## src/rtl/dup_load_queue.sv

```systemverilog
module dup_load_queue #(
  parameter int DEPTH = 8,
  parameter int AW    = 32,
  parameter int DW    = 32
) (
  input  logic          clk,
  input  logic          rst_n,
  input  logic          orig_req_valid,
  input  logic [AW-1:0] orig_req_addr,
  output logic          orig_ready,
  input  logic          mem_rsp_valid,
  input  logic [DW-1:0] mem_rsp_data,
  input  logic          dup_req_valid,
  input  logic [AW-1:0] dup_req_addr,
  output logic          dup_ready,
  output logic          dup_rsp_valid,
  output logic [DW-1:0] dup_rsp_data,
  output logic          fault
);
  // DEPTH must be a power of two: pointers wrap through their extra bit.
  localparam int PW = (DEPTH > 1) ? $clog2(DEPTH) : 1;
  localparam logic [PW:0] FULL = (PW+1)'(DEPTH);

  logic [AW-1:0] slot_addr [DEPTH];
  logic [DW-1:0] slot_data [DEPTH];
  logic [PW:0]   head, fill, tail;

  logic [PW:0] used, waiting;
  logic        orig_fire, mem_fire, dup_fire, addr_bad;

  assign used      = tail - head;
  assign waiting   = tail - fill;
  assign orig_ready = (used != FULL);
  assign dup_ready  = (fill != head);
  assign orig_fire = orig_req_valid && orig_ready;
  assign mem_fire  = mem_rsp_valid && (waiting != '0);
  assign dup_fire  = dup_req_valid && dup_ready;
  assign addr_bad  = dup_req_addr != slot_addr[head[PW-1:0]];

  always_ff @(posedge clk) begin
    if (orig_fire) slot_addr[tail[PW-1:0]] <= orig_req_addr;
    if (mem_fire)  slot_data[fill[PW-1:0]] <= mem_rsp_data;
    if (dup_fire)  dup_rsp_data <= slot_data[head[PW-1:0]];
  end

  always_ff @(posedge clk) begin
    if (!rst_n) begin
      head          <= '0;
      fill          <= '0;
      tail          <= '0;
      dup_rsp_valid <= 1'b0;
      fault         <= 1'b0;
    end else begin
      if (orig_fire) tail <= tail + 1'b1;
      if (mem_fire)  fill <= fill + 1'b1;
      if (dup_fire)  head <= head + 1'b1;
      dup_rsp_valid <= dup_fire;
      fault <= fault | (dup_fire && addr_bad) | (dup_req_valid && used == '0);
    end
  end

  p_rsp_after_accept_r4: assert property (@(posedge clk) disable iff (!rst_n)
    dup_req_valid && dup_ready |=> dup_rsp_valid);
  p_no_spurious_rsp_r4: assert property (@(posedge clk) disable iff (!rst_n)
    !(dup_req_valid && dup_ready) |=> !dup_rsp_valid);
  p_mismatch_flags_r6: assert property (@(posedge clk) disable iff (!rst_n)
    dup_fire && addr_bad |=> fault);
  p_empty_dup_flags_r7: assert property (@(posedge clk) disable iff (!rst_n)
    dup_req_valid && used == '0 |=> fault && !dup_rsp_valid);
  p_fault_sticky_r8: assert property (@(posedge clk) disable iff (!rst_n)
    fault |=> fault);
  p_no_overflow_r2: assert property (@(posedge clk) disable iff (!rst_n)
    used == FULL && !dup_fire |=> !orig_ready);
  p_room_after_pop_r10: assert property (@(posedge clk) disable iff (!rst_n)
    dup_fire |=> orig_ready);
endmodule

```

## config.mk

```make
export PLATFORM = sky130hd
export DESIGN_NAME = dup_load_queue
export DESIGN_NICKNAME = d
export VERILOG_FILES = /design/src/rtl/dup_load_queue.sv
export SDC_FILE = /design/constraint.sdc
export NUM_CORES = 1
export LEC_CHECK = 0
export BUFFER_PORTS_ARGS = -buffer_cell sky130_fd_sc_hd__buf_2
export CAP_MARGIN = 25
export CORE_UTILIZATION = 30
export DETAILED_ROUTE_END_ITERATION = 10
export PLACE_DENSITY_LB_ADDON = 0.1
export SYNTH_ARGS = -nofsm -noshare
export SYNTH_HDL_FRONTEND = slang
export SYNTH_SLANG_ARGS = --single-unit
```

## constraint.sdc

```tcl
create_clock -name clk -period 12.3 [get_ports clk]
set_input_delay 2.46 -clock clk [delete_from_list [all_inputs] [get_ports clk]]
set_output_delay 2.46 -clock clk [all_outputs]
set_load 0.01 [all_outputs]
```

# After elaboration in Yosys (flattened, before gate mapping)
# Memory sizes are Yosys's and may differ from the RTL's. A register that Yosys moved wholly into a read port is not among the register bits.
# Cells that the tools add are included.
# totals
reg_bits	14
latch_bits	0
ram_bits	512
mem_bits_ro	0
in_bits	101
output_inout_bits	36
mem_count	2
# mem_list
name	depth	width	rd	rd_ports_with_merged_regs	write_ports	line_no	source
slot_addr	8	32	1	1	1	24	logic [AW-1:0] slot_addr [DEPTH];
slot_data	8	32	1	1	1	25	logic [DW-1:0] slot_data [DEPTH];
# op_classes
n_addsub	5
mul	0
div_mod_pow	0
order_cmp	0
eq_ne	3
shift	0
n_mux	6
bitwise_logic	2
n_reduce_logical	7
# op_table
cell	n
32-bit inequality test	1
4-bit by 1-bit adder with 4-bit output (second input constant)	3
4-bit subtractor	2
3-bit 2-to-1 mux	2
1-bit logical AND	5
4-bit logical NOT	1
1-bit 2-to-1 mux	4
4-bit inequality test	1
4-bit inequality test (second input constant)	1
4-bit nonzero test	1
1-bit bitwise OR	2

# Depth between registers and ports, before layout
# logic_depth
word_depth	5
depth_mapped	11

# Worst setup path before layout
# OpenSTA, ideal clock, no wires.
# synth_path
kind	input to register
from	input port orig_req_valid
to	memory slot_addr[0][0] (enable)
t_arrival_ns	5.133
required_ns	11.839
path_slack_ns	6.706
path_stages	4
n_path_buf	0
cell_sequence	inv_1 a31oi_1 nand2_1 nor3_1
# synth_between
elab_chain_cells	3
# synth_lines
element	line_no	source
start: declaration	8	input logic orig_req_valid,
1-bit logical AND	35	assign orig_fire = orig_req_valid && orig_ready;
1-bit 2-to-1 mux	41	if (orig_fire) slot_addr[tail[PW-1:0]] <= orig_req_addr;
1-bit 2-to-1 mux (implied by the code)	41	
end: declaration	24	
# Every way passes these cells.

# Final worst setup path
# layout_path
from	register head[0]
to	output port orig_ready
# layout_between
elab_chain_cells	2
# layout_lines
element	line_no	source
start: declaration	26	logic [PW:0] head, fill, tail;
start signal: assignment	56	if (dup_fire) head <= head + 1'b1;
4-bit subtractor	31	assign used = tail - head;
4-bit inequality test	33	assign orig_ready = (used != FULL);
end: declaration	10	output logic orig_ready,
# Every way passes these cells.

==> qor.csv <==
metric,value,unit
drive_above_1_share,31.0,%
areaGrowthSynthToFinish,17.7,%
ant_nets,0,
synth_area,21500,sq um
clk_pin_slew,0.06,ns
synth_fp_nets,1152,
pwr-share-seq,49.2,%
critPathCaptureType,primary output,
first_pass_iters,5,
coreArea,70500,sq um
drc,0,
combPwrFrac,16.0,%
slew_viol_final,0,
synth_area_leaders,"edfxtp_1 (76%), mux4_2 (12%), nand2_1 (1.9%), mux2i_1 (1.9%), xnor2_1 (1.7%)",
crit_fanout,42,
switching_power,1.27,mW
insertion_delay,0.62,ns
grt_setup_unrepaired,no,
hp-class,reg -> reg,
dp_hpwl,27300,um
switching_share,25.9,%
placementRows,97,
synth_edf_count,544,
setup_viol,0,
crit_required,9.84,ns
grt_pass1_wl,72600,um
routed_wl,48600,um
cts-root-buf,clkbuf_16,
via_per_inst,4.59,
worstMarginPinSlew,0.973,ns
ys.flop_type,edfxtp_1,
fmax,188,MHz
skew,0.0177,ns
power.share.clock,34.8,%
die-height,270,um
start_kind,flip-flop,
clock_path_buffers,3,
grt_start_max_net_pins,59,
fin_util,36.0,%
postSynthAreaPerCell,20.7,sq um
yosysWarnings,0,
wl_per_cell,22.0,um
crit_arrival,2.86,ns
r2r_cells,8,
grt.overflow.total,0,
grt_pass1_vias,10805,
hold_violations,0,
p_leak,8.03,nW
cts_tree,done,
synth_top_area_share,75.8,%
post_cts_resized,0,
hold_buffers,0,
yosysMostFrequentCell,edfxtp_1,
holdPathStages,2,
antenna_found_initial,8,
gp_congestion,0.706,
io_buffer_count,136,
ys_ff_latch,561,
clock_sinks,561,
p_per_area,193,nW/um^2
layout_min_cycle_time,5.32,ns
internal-power,3.64,mW
maxCapViolations,0,
fin_setup_tns,0,ns
async_flop_share,0,%
status,"finished, final reports clean",
fin_nets,1334,
die-area,72900,sq um
synth_cell_types,39,
synth_cells,1042,
setup.worst_path.class,reg -> out,
synth_top_area_cell,edfxtp_1,
synth_commonest_cells,"edfxtp_1 (544), mux4_2 (112), nand2_1 (110)",
max-vdd-ir-drop,0.000102,V
numCtsBuffers,61,
start_util,30.6,%
min_period_over_period,43.2,%
drt-initial-drc-count,606,
io_pins,137,
relSlewSlack,35.1,%
vias,10164,
cts_setup_buffers,0,
cts.htree.levels,2,
yosysSeqAreaShare,77.4,%
grt_use_total,13.4,%
die_x,270,um
-- final cells by class --
type                    instances  area, sq um
clock buffers                  81         1620
well taps                     940         1180
flip-flops and latches        561        16700
repair buffers                163          881
fillers                      6542        45200
multi-input cells             429         4720
clock inverters                32          236
diodes                          1         2.50
inverters                       8         30.0
-- critical path: stages, from the launching register on --
cell and delay, ns:
dfxtp_4 0.94, ha_1 0.29, nor2b_1 0.05, o21a_1 0.17, or3_1 0.38, and2_1 0.19, nand2_1 0.05, buf_2 0.17
-- registers in the layout, indices dropped and copies added, names as in the netlist, named ones only --
signal / cells
fault: 1
slot_data: 256
fill: 4
tail: 4
dup_rsp_data: 32
dup_rsp_valid: 1
slot_addr: 256
head: 4
-- placed cells by master, fill, tap and decap left out, types with 7 or more instances in the layout --
cell and n:
a221oi_1 7, and2_1 8, buf_2 137, buf_4 26, clkbuf_1 18, clkbuf_16 61, clkinv_1 13, clkinv_2 11
dfxtp_1 11, edfxtp_1 544, ha_1 9, inv_1 8, mux2_2 15, mux2i_1 41, mux4_2 112, nand2_1 110
nand2b_1 9, nor2_4 12, nor2b_1 9, nor4_1 7, o22ai_1 7, xnor2_1 43
-- per-layer routing --
layer	part of all wire (%)	vias up	global-route usage (%)
met2	50	196	22.6
met4	1.9	8	3.33
met5	0.10	-	0
met1	44	5320	17.6
li1	-	4566	-
met3	4.4	74	2.84
-- power by group through the flow --
stage          clock network (mW)  logic (mW)  registers, mW
2_1_floorplan                   0       0.512           2.44
3_3_place_gp                    0       0.818           2.46
3_5_place_dp                    0       0.817           2.46
4_1_cts                      1.77       0.821           2.42
5_1_grt                      1.84       0.869           2.44
6_report                     1.71       0.785           2.41
-- stage by stage --
| step | cell area [sq um] | total power, mW | worst slack, ns | instances | hold WS (ns) |
|---|---|---|---|---|---|
| 6_report | 25400 | 4.90 | 6.98 | 2215 | 0.504 |
| 5_1_grt | 25400 | 5.14 | 6.73 | 2214 | 0.538 |
| 4_1_cts | 25400 | 5.01 | 6.85 | 2214 | 0.510 |
| 3_5_place_dp | 23500 | 3.27 | 7.52 | 2101 | 0.503 |
| 3_3_place_gp | 23500 | 3.27 | 7.50 | 2100 | 0.496 |
| 2_1_floorplan | 21500 | 2.95 | 6.71 | 1042 | 0.474 |
-- logic make-up (layout without fill, tap and decap cells) --
logic type	count (synthesis)	in the layout	synth area share, %
buffers and inverters	52	284	1.19
AOI/OAI and AO/OA	31	31	1.02
other	0	1	0
muxes	168	168	14.4
xor gates and xnor gates	47	47	1.91
DFF	561	561	77.4
and+or+nand+nor	174	174	3.55
adders and majority gates	9	9	0.523
-- worst paths after layout --
check            start          to  slack (ns)
max reg2reg  flip-flop       fault        8.31
min            tail[0]     tail[0]        0.50
max            head[0]  orig_ready        6.98
min reg2reg    tail[0]     tail[0]        0.50
Note: power is estimated with default switching activity, not from simulation.
